**src/rtl/vsti_pkg.sv**
```systemverilog
package vsti_pkg;

  // Width of the reported priority field.
  localparam int RPT_W = 8;

  // Reported priority from the winner's raw number and the reporting mode.
  function automatic logic [RPT_W-1:0] report_prio(input logic has_win,
                                                   input logic pass,
                                                   input logic [15:0] num);
    logic [RPT_W-1:0] r;
    if (!has_win)               r = '0;
    else if (!pass)             r = RPT_W'(1);
    else if (num > 16'd255)     r = '1;
    else                        r = num[RPT_W-1:0];
    return r;
  endfunction

endpackage

```
**src/rtl/vsti_key_gen.sv**
```systemverilog
module vsti_key_gen #(
  parameter int N_CAND = 4,
  parameter int ID_W   = 6,
  parameter int PRIO_W = 9,
  parameter int EXT_ID = 9,
  localparam int N_ENT = N_CAND + 1,
  localparam int ORD_W = ID_W + 1,
  localparam int IDX_W = $clog2(N_ENT),
  localparam int KEY_W = PRIO_W + ORD_W + IDX_W
) (
  input  logic [N_CAND-1:0]        cand_valid,
  input  logic [N_CAND*ID_W-1:0]   cand_id,
  input  logic [N_CAND*PRIO_W-1:0] cand_prio,
  input  logic                     inj_en,
  input  logic [ID_W-1:0]          inj_id,
  input  logic [PRIO_W-1:0]        inj_prio,
  input  logic                     inj_late,
  output logic [N_ENT-1:0]         ent_valid,
  output logic [N_ENT*ID_W-1:0]    ent_id,
  output logic [N_ENT*KEY_W-1:0]   ent_key
);

  localparam logic [ID_W-1:0] EXT = ID_W'(EXT_ID);

  // Default rank: the external identity first, then ascending identity.
  // Entry slots are offset by one so that 0 and all-ones stay free for
  // a non-external injected entry.
  function automatic logic [ORD_W-1:0] list_ord(input logic [ID_W-1:0] id);
    logic [ORD_W-1:0] r;
    if (id == EXT) r = ORD_W'(1);
    else           r = ORD_W'(id) + ORD_W'(2);
    return r;
  endfunction

  // Entry 0: injected candidate.
  logic             inj_special;
  logic [ORD_W-1:0] inj_ord;
  assign inj_special = inj_en && (inj_id != EXT);
  assign inj_ord     = !inj_special ? list_ord(inj_id)
                     : (inj_late ? '1 : '0);

  assign ent_valid[0]          = inj_en;
  assign ent_id[0 +: ID_W]     = inj_id;
  assign ent_key[0 +: KEY_W]   = {inj_prio, inj_ord, IDX_W'(0)};

  // Entries 1..N_CAND: list candidates.
  for (genvar g = 0; g < N_CAND; g++) begin : g_list
    logic [ID_W-1:0]   id_g;
    logic [PRIO_W-1:0] pr_g;
    assign id_g = cand_id[g*ID_W +: ID_W];
    assign pr_g = cand_prio[g*PRIO_W +: PRIO_W];
    assign ent_valid[g+1]              = cand_valid[g];
    assign ent_id[(g+1)*ID_W +: ID_W]  = id_g;
    assign ent_key[(g+1)*KEY_W +: KEY_W] = {pr_g, list_ord(id_g), IDX_W'(g+1)};
  end

endmodule

```
**src/rtl/vsti_min_sel.sv**
```systemverilog
module vsti_min_sel #(
  parameter int N_ENT = 5,
  parameter int ID_W  = 6,
  parameter int KEY_W = 19
) (
  input  logic                   clk,
  input  logic                   rst_n,
  input  logic [N_ENT-1:0]       ent_valid,
  input  logic [N_ENT*ID_W-1:0]  ent_id,
  input  logic [N_ENT*KEY_W-1:0] ent_key,
  output logic                   win_any,
  output logic [ID_W-1:0]        win_id,
  output logic [KEY_W-1:0]       win_key
);

  localparam int IDX_W = $clog2(N_ENT);

  logic [IDX_W-1:0] win_idx;

  always_comb begin
    win_any = 1'b0;
    win_key = '1;
    win_idx = '0;
    for (int e = 0; e < N_ENT; e++) begin
      if (ent_valid[e] && (!win_any || (ent_key[e*KEY_W +: KEY_W] < win_key))) begin
        win_any = 1'b1;
        win_key = ent_key[e*KEY_W +: KEY_W];
        win_idx = IDX_W'(e);
      end
    end
  end

  assign win_id = win_any ? ent_id[win_idx*ID_W +: ID_W] : '0;


  none_idle_chk: assert property (@(posedge clk) disable iff (!rst_n)
    (ent_valid == '0) |-> (!win_any && win_id == '0));

  for (genvar g = 0; g < N_ENT; g++) begin : g_chk

    win_not_worse_chk: assert property (@(posedge clk) disable iff (!rst_n)
      ent_valid[g] |-> (win_any && win_key <= ent_key[g*KEY_W +: KEY_W]));
  end

endmodule

```
**src/rtl/vsti_top.sv**
```systemverilog
module vsti_top #(
  parameter int N_CAND  = 4,
  parameter int ID_W    = 6,
  parameter int PRIO_W  = 9,
  parameter int EXT_ID  = 9,
  parameter bit OUT_REG = 1'b0
) (
  input  logic                     clk,
  input  logic                     rst_n,
  input  logic [N_CAND-1:0]        cand_valid,
  input  logic [N_CAND*ID_W-1:0]   cand_id,
  input  logic [N_CAND*PRIO_W-1:0] cand_prio,
  input  logic                     inj_en,
  input  logic [ID_W-1:0]          inj_id,
  input  logic [PRIO_W-1:0]        inj_prio,
  input  logic                     inj_late,
  input  logic                     prio_pass,
  output logic [ID_W-1:0]          top_id,
  output logic [7:0]               top_prio
);
  import vsti_pkg::*;

  localparam int N_ENT = N_CAND + 1;
  localparam int ORD_W = ID_W + 1;
  localparam int IDX_W = $clog2(N_ENT);
  localparam int KEY_W = PRIO_W + ORD_W + IDX_W;

  logic [N_ENT-1:0]       ent_valid;
  logic [N_ENT*ID_W-1:0]  ent_id;
  logic [N_ENT*KEY_W-1:0] ent_key;
  logic                   win_any;
  logic [ID_W-1:0]        win_id;
  logic [KEY_W-1:0]       win_key;
  logic [PRIO_W-1:0]      win_num;
  logic [ID_W-1:0]        raw_id;
  logic [RPT_W-1:0]       raw_prio;

  vsti_key_gen #(
    .N_CAND(N_CAND), .ID_W(ID_W), .PRIO_W(PRIO_W), .EXT_ID(EXT_ID)
  ) u_keys (
    .cand_valid(cand_valid), .cand_id(cand_id), .cand_prio(cand_prio),
    .inj_en(inj_en), .inj_id(inj_id), .inj_prio(inj_prio),
    .inj_late(inj_late),
    .ent_valid(ent_valid), .ent_id(ent_id), .ent_key(ent_key)
  );

  vsti_min_sel #(
    .N_ENT(N_ENT), .ID_W(ID_W), .KEY_W(KEY_W)
  ) u_sel (
    .clk(clk), .rst_n(rst_n),
    .ent_valid(ent_valid), .ent_id(ent_id), .ent_key(ent_key),
    .win_any(win_any), .win_id(win_id), .win_key(win_key)
  );

  assign win_num  = win_key[KEY_W-1 -: PRIO_W];
  assign raw_id   = win_id;
  assign raw_prio = report_prio(win_any, prio_pass, 16'(win_num));

  if (OUT_REG) begin : g_reg
    logic [ID_W-1:0]  q_id;
    logic [RPT_W-1:0] q_prio;
    always_ff @(posedge clk or negedge rst_n) begin
      if (!rst_n) begin
        q_id   <= '0;
        q_prio <= '0;
      end else begin
        q_id   <= raw_id;
        q_prio <= raw_prio;
      end
    end
    assign top_id   = q_id;
    assign top_prio = q_prio;


    reg_follow_chk: assert property (@(posedge clk) disable iff (!rst_n)
      rst_n |=> (q_id == $past(raw_id) && q_prio == $past(raw_prio)));
  end else begin : g_comb
    assign top_id   = raw_id;
    assign top_prio = raw_prio;
  end


  const_mode_chk: assert property (@(posedge clk) disable iff (!rst_n)
    (win_any && !prio_pass) |-> (raw_prio == RPT_W'(1)));


  clamp_high_chk: assert property (@(posedge clk) disable iff (!rst_n)
    (win_any && prio_pass && win_num > PRIO_W'(255)) |-> (raw_prio == '1));


  clamp_zero_chk: assert property (@(posedge clk) disable iff (!rst_n)
    (win_any && prio_pass && win_num == '0) |-> (raw_prio == '0));


  empty_prio_chk: assert property (@(posedge clk) disable iff (!rst_n)
    !win_any |-> (raw_prio == '0 && raw_id == '0));

endmodule

```
**config.mk**
```make
export PLATFORM = sky130hd
export DESIGN_NAME = vsti_top
export DESIGN_NICKNAME = d
export VERILOG_FILES = /design/src/rtl/vsti_pkg.sv /design/src/rtl/vsti_key_gen.sv /design/src/rtl/vsti_min_sel.sv /design/src/rtl/vsti_top.sv
export SDC_FILE = /design/constraint.sdc
export NUM_CORES = 1
export LEC_CHECK = 0
export ABC_CLOCK_PERIOD_IN_PS = 17200
export CORE_MARGIN = 5
export CORE_UTILIZATION = 50
export DETAILED_ROUTE_END_ITERATION = 8
export GPL_TIMING_DRIVEN = 0
export PLACE_DENSITY = 0.82
export SLEW_MARGIN = 0
export SYNTH_ARGS = -nofsm -noshare
export SYNTH_HDL_FRONTEND = slang
export SYNTH_HIERARCHICAL = 1
export SYNTH_SLANG_ARGS = --single-unit
```
**constraint.sdc**
```tcl
create_clock -name vclk -period 17.2
set_clock_uncertainty 0.2 [all_clocks]
set_input_delay 4.3 -clock vclk [all_inputs]
set_output_delay 4.3 -clock vclk [all_outputs]
set_load 0.03 [all_outputs]
```
# Word-level counts from Yosys, hierarchy flattened
# Cells that the tools add are included.
word_totals:
  regBits: 0
  latchBits: 0
  mem_bits_rw: 0
  romBits: 0
  input_bits: 84
  out_inout_bits: 14
  word_cells: 56
  n_memories: 0
op_classes:
  n_addsub: 5
  multipliers: 1
  n_div: 0
  n_lt_le_gt_ge: 5
  n_eq_ne: 6
  n_shift: 1
  n_mux: 25
  bitwise: 0
  reduce_logical: 13
op_table:
  columns: ["operator", "count"]
  rows:
  - ["two-way mux 19 bit", 5]
  - ["< comparator 19 bit", 4]
  - ["two-way mux 7 bit", 7]
  - ["adder 6 x 2 -> 7 bit, second input constant", 5]
  - ["equality test 6 x 4 -> 1 bit, second input constant", 5]
  - ["variable part select 30 x 7 -> 6 bit", 1]
  - ["two-way mux 8 bit", 3]
  - ["greater-than comparator 9 x 8 -> 1 bit, second input constant", 1]
  - ["two-way mux 1 bit", 6]
  - ["two-way mux 6 bit", 1]
  - ["inequality test 6 x 4 -> 1 bit, second input constant", 1]
  - ["logical AND 1 bit", 5]
  - ["multiplier 3 x 2 -> 5 bit, second input constant", 1]
  - ["logical NOT 1 bit", 4]
  - ["logical OR 1 bit", 4]
  - ["two-way mux 2 bit", 2]
  - ["two-way mux 3 bit", 1]

# Logic depth before layout (Yosys ltp)
# Gate-level depths: netlist of run 1.
logic_depth:
  ltp_word: 24
  depth_mapped: 52
  depth_no_buf: 46

# Hierarchy
# The synthesis of run 1 kept the hierarchy.
modules_own_cells:
  columns: ["mod", "n_inst", "cells_each", "area_each_um2", "seq_area_each_um2"]
  rows:
  - ["vsti_min_sel", 1, 460, 3329.4, 0.0]
  - ["vsti_key_gen", 1, 180, 1283.7, 0.0]
  - ["vsti_top", 1, 18, 83.8, 0.0]

# Worst setup path after synthesis of run 1
# OpenSTA, ideal clock, no wires.
synth_path:
  path_kind: "in2out"
  from: "input port inj_en"
  to: "output port top_prio[7]"
  arrival_ps: 12787
  required_ps: 12700
  slack_ps: -87
  stages: 49
  path_buffers: 8
  path_cell_list: "buf_4 -> inv_2 -> buf_1 -> nor2_1 -> ha_1 -> nand4_1 -> nor4_2 -> o2111ai_1 -> a31o_2 -> nand2_1 -> buf_2 -> mux2i_1 -> inv_1 -> ha_1 -> a2111oi_0 -> o21ai_1 -> o21ai_1 -> a21oi_1 -> [13 not listed] -> nor2_2 -> buf_2 -> mux2i_1 -> ha_1 -> a21o_1 -> a21o_1 -> a2111oi_0 -> o21ai_0 -> a21oi_1 -> or2_2 -> o31ai_1 -> a21oi_4 -> buf_2 -> nand2_1 -> o21ai_1 -> buf_4 -> nor2_1 -> nor2_1"
synth_via:
  elab_chain_cells: 23
  elab_cells_between_ends: 32
  cone_classes: "order compare (5); mux (14); reduce/logical (13)"
synth_lines:
  columns: ["element", "line_no", "source"]
  rows:
  - ["from (decl)", "vsti_top.sv:13", "input logic inj_en,"]
  - ["logical AND 1 bit", "vsti_key_gen.sv:38", "assign inj_special = inj_en && (inj_id != EXT);"]
  - ["two-way mux 7 bit", "vsti_key_gen.sv:39", "assign inj_ord = !inj_special ? list_ord(inj_id)"]
  - ["two-way mux 19 bit", "vsti_min_sel.sv:25", "if (ent_valid[e] && (!win_any || (ent_key[e*KEY_W +: KEY_W] < win_key))) begin"]
  - ["< comparator 19 bit", "vsti_min_sel.sv:25", null]
  - ["logical OR 1 bit", "vsti_min_sel.sv:25", null]
  - ["logical AND 1 bit", "vsti_min_sel.sv:25", null]
  - ["two-way mux 19 bit / two-way mux 1 bit (equally long branches)", "vsti_min_sel.sv:25", null]
  - ["< comparator 19 bit / logical NOT 1 bit (equally long branches)", "vsti_min_sel.sv:25", null]
  - ["[8 not listed]", null, null]
  - ["logical OR 1 bit", "vsti_min_sel.sv:25", null]
  - ["logical AND 1 bit", "vsti_min_sel.sv:25", null]
  - ["two-way mux 19 bit (*)", "vsti_min_sel.sv:25", null]
  - ["named net win_key[18]", "vsti_top.sv:33", "logic [KEY_W-1:0] win_key;"]
  - ["greater-than comparator 9 x 8 -> 1 bit (*)", "vsti_pkg.sv:13", "else if (num > 16'd255) r = '1;"]
  - ["two-way mux 8 bit (*)", "vsti_pkg.sv:13", null]
  - ["two-way mux 8 bit (*)", "vsti_pkg.sv:12", "else if (!pass) r = RPT_W'(1);"]
  - ["two-way mux 8 bit (*)", "vsti_pkg.sv:11", "if (!has_win) r = '0;"]
  - ["to (decl)", "vsti_top.sv:19", "output logic [7:0] top_prio"]
# Mark *: on every way through the listed nets, which the timed path passes. The rest lies on a longest branch.

# Worst setup path in the final report of run 1
layout_path:
  from: "input port inj_id[5]"
  to: "output port top_prio[0]"
layout_via:
  elab_chain_cells: 24
  elab_cells_between_ends: 34
  cone_classes: "add/sub (1); order compare (5); eq/ne (2); mux (14); reduce/logical (12)"
layout_lines:
  columns: ["element", "line_no", "source"]
  rows:
  - ["from (decl)", "vsti_top.sv:14", "input logic [ID_W-1:0] inj_id,"]
  - ["equality test 6 x 4 -> 1 bit / inequality test 6 x 4 -> 1 bit (equally long branches)", "vsti_key_gen.sv:30, vsti_key_gen.sv:38", null]
  - ["two-way mux 7 bit / logical AND 1 bit (equally long branches)", "vsti_key_gen.sv:30, vsti_key_gen.sv:38", null]
  - ["two-way mux 7 bit (*)", "vsti_key_gen.sv:39", null]
  - ["named net ent_key[7]", "vsti_top.sv:30", "logic [N_ENT*KEY_W-1:0] ent_key;"]
  - ["two-way mux 19 bit (*)", "vsti_min_sel.sv:25", null]
  - ["< comparator 19 bit", "vsti_min_sel.sv:25", null]
  - ["logical OR 1 bit", "vsti_min_sel.sv:25", null]
  - ["logical AND 1 bit", "vsti_min_sel.sv:25", null]
  - ["[10 not listed]", null, null]
  - ["logical OR 1 bit", "vsti_min_sel.sv:25", null]
  - ["logical AND 1 bit", "vsti_min_sel.sv:25", null]
  - ["two-way mux 19 bit (*)", "vsti_min_sel.sv:25", null]
  - ["named net win_key[18]", "vsti_top.sv:33", null]
  - ["greater-than comparator 9 x 8 -> 1 bit (*)", "vsti_pkg.sv:13", null]
  - ["two-way mux 8 bit (*)", "vsti_pkg.sv:13", null]
  - ["two-way mux 8 bit (*)", "vsti_pkg.sv:12", null]
  - ["two-way mux 8 bit (*)", "vsti_pkg.sv:11", null]
# Marks and branches as above.

==> impl_metrics.sql, run 1 <==
INSERT INTO impl_metrics (metric_group, metric, value, unit) VALUES
('critical_path', 'critical_path.top_delay_family', 'simple AND/OR/NAND/NOR gates', ''),
('route', 'drt_drc_violations_left', '0', ''),
('outcome', 'violations', 'setup timing', ''),
('die', 'fp-row-count', '35', ''),
('timing', 'period_share', '1.05', ''),
('timing', 'min_period', '18.06', 'ns'),
('outcome', 'outcome', 'finished with violations', ''),
('min_path', 'worstHoldPathType', 'input port to output port', ''),
('yosys', 'postSynthCellCount', '637', ''),
('cells_and_area', 'antennaDiodeCount', '0', ''),
('critical_path', 'timing.critical_path.arrival', '13.56', 'ns'),
('timing', 'timing.final.setup_violations', '14', ''),
('cells_and_area', 'most-common-layout-cells', 'sky130_fd_sc_hd__buf_4 (142), sky130_fd_sc_hd__inv_1 (62), sky130_fd_sc_hd__ha_1 (60), sky130_fd_sc_hd__nor2_1 (40), sky130_fd_sc_hd__nand2_1 (35)', ''),
('yosys', 'netlist_area', '0.00460', 'mm^2'),
('die', 'effective_utilization_at_floorplan', '0.505', ''),
('cells_and_area', 'num-nets-final', '913', ''),
('route', 'num_vias', '5202', ''),
('cells_and_area', 'layout_commonest_cell', 'sky130_fd_sc_hd__buf_4', ''),
('critical_path', 'critical_path_cell_count', '54', ''),
('placement', 'detailed_place.area', '0.00529', 'mm^2'),
('cells_and_area', 'postLayoutCoreUtil', '0.727', ''),
('power', 'power.density_cell_area', '56.8', 'mW/mm^2'),
('yosys', 'yosysWarningCount', '6', ''),
('critical_path', 'crit_path_start_kind', 'input port', ''),
('grt', 'global_route.overflow_total', '0', ''),
('grt', 'via_count_of_the_first_global_routing_pass', '4882', ''),
('critical_path', 'required', '12.70', 'ns'),
('min_path', 'hold-path-endpoint', 'top_prio[4]', ''),
('power', 'vdd_ir_drop_max', '0.0000220', 'V'),
('route', 'met1_length', '6260', 'um'),
('route', 'met2RoutedLength', '8560', 'um'),
('cells_and_area', 'filler_cell_count', '595', ''),
('cells_and_area', 'layout.area.seq', '0', 'um^2'),
('min_path', 'hold_start', 'cand_prio[31]', ''),
('timing', 'timing.fmax', '55.4', 'MHz'),
('cells_and_area', 'final_area', '0.00663', 'mm^2'),
('route', 'avgRoutedWirePerCell', '19.2', 'um'),
('critical_path', 'worstSetupEndpointType', 'output port', ''),
('route', 'detailedRoute.firstIterationViolations', '399', ''),
('die', 'fp.coreArea', '0.00911', 'mm^2'),
('cells_and_area', 'sequential_cell_total', '0', ''),
('clock_tree', 'postCtsHoldBufs', '0', ''),
('critical_path', 'max_stage_delay', '0.37', 'ns'),
('grt', 'globalRouteTotalUtil', '0.233', ''),
('timing', 'timing_worst_slew_pin_value', '0.809', 'ns'),
('route', 'wl_met3', '972', 'um'),
('route', 'drt_first_pass_iters', '4', ''),
('route', 'viasPerCell', '6.03', ''),
('timing', 'grt_setup_unrepaired', 'true', ''),
('placement', 'numPortBuffers', '47', ''),
('min_path', 'number_of_instances_on_the_worst_hold_path', '6', ''),
('critical_path', 'critical-path-top-cell-by-count', 'sky130_fd_sc_hd__buf_6', ''),
('cells_and_area', 'clkbuf_count', '0', ''),
('critical_path', 'kind_of_critical_path', 'input port to output port', ''),
('die', 'die_height', '106', 'um'),
('critical_path', 'critical_path.max_fanout', '8', ''),
('die', 'boundaryPins', '98', ''),
('timing', 'max-slew-margin-rel', '0.457', ''),
('die', 'chipWidth', '106', 'um'),
('route', 'route.antenna.remaining_nets', '0', ''),
('cells_and_area', 'drive_gt1_frac', '0.443', ''),
('route', 'wirelength', '16600', 'um'),
('cells_and_area', 'syn2layout_area_growth', '43.9', '%'),
('die', 'die_area', '0.0112', 'mm^2'),
('power', 'power.total', '376', 'uW'),
('grt', 'grt_pass1_wl', '22200', 'um'),
('timing', 'final-max-slew-violation-count', '0', ''),
('power', 'total_leakage_power', '0.00322', 'uW'),
('timing', 'finalWorstSetupSlack', '-0.857', 'ns'),
('placement', 'globalplace.congestion', '0.922', ''),
('yosys', 'postSynthAreaPerCell', '7.23', 'um^2'),
('critical_path', 'critical-path-slowest-cell', 'sky130_fd_sc_hd__nor4b_2', ''),
('timing', 'timing_hold_violations_final', '0', ''),
('placement', 'dpl.hpwl', '10400', 'um'),
('grt', 'grt_start_max_net_pins', '11', ''),
('critical_path', 'worstPathBufferInverterCount', '13', ''),
('flow_run', 'max_cap_check_violation_count', '0', ''),
('grt', 'initial_antenna_violation_count', '0', ''),
('route', 'topRoutingLayerUsed', 'met4', '');
-- worst max-delay path by stage --
| stage | startpoint | to | slack, ns |
|---|---|---|---|
| after floorplan | inj_en | top_prio[0] | 0.05 |
| after global placement | inj_en | top_prio[0] | -2.45 |
| after detailed placement | inj_en | top_prio[0] | -2.78 |
| after CTS | inj_id[4] | top_prio[0] | -0.33 |
| after global routing | inj_id[5] | top_prio[5] | -1.20 |
| final | inj_id[5] | top_prio[0] | -0.86 |
-- report_power, final --
group          internal, uW  switching [uW]
Sequential                0               0
Clock                     0               0
Combinational           182             194
Total                   182             194
-- metal layers --
layer / GRT usage / up-vias
li1: - / 2361
met3: 0.0194 / 80
met4: 0.0777 / 0
met1: 0.268 / 2478
met2: 0.450 / 283
met5: 0 / -
-- cell type report --
class	instances	area (um^2)	area share
multi-input cells	468	4380	0.661
plain buffers	113	922	0.139
repair buffers	101	917	0.138
inverters	69	267	0.0402
well taps	111	139	0.0210
-- stage by stage --
stage / setup slack (ns) / std cells / hold WS, ns / TNS, ns
after global placement: -2.45 / 808 / 9.35 / -32.06
final: -0.857 / 862 / 8.87 / -11.31
after CTS: -0.331 / 843 / 8.87 / -3.99
after floorplan: 0.0454 / 650 / 8.47 / 0
after detailed placement: -2.78 / 808 / 9.35 / -36.59
after global routing: -1.20 / 862 / 8.89 / -15.85
-- timing repair --
item	4_1_cts	5_1_grt
pin swaps	47	61
setup endpoints to repair	14	14
resized for setup	212	129
cloned	3	1
buffers inserted	32	19
endpoints found under the hold margin	0	0
No activity file was read; power rests on OpenSTA's default activity.
==> inputs of run 2 (changes only) <==
--- a/config.mk
+++ b/config.mk
@@ -11,6 +11,7 @@
 export DETAILED_ROUTE_END_ITERATION = 8
 export GPL_TIMING_DRIVEN = 0
 export PLACE_DENSITY = 0.82
+export RECOVER_POWER = 25
 export SLEW_MARGIN = 0
 export SYNTH_ARGS = -nofsm -noshare
 export SYNTH_HDL_FRONTEND = slang
==> results of run 2 <==
Same layout as run 1: the final DEF is identical, and so are final timing and power.
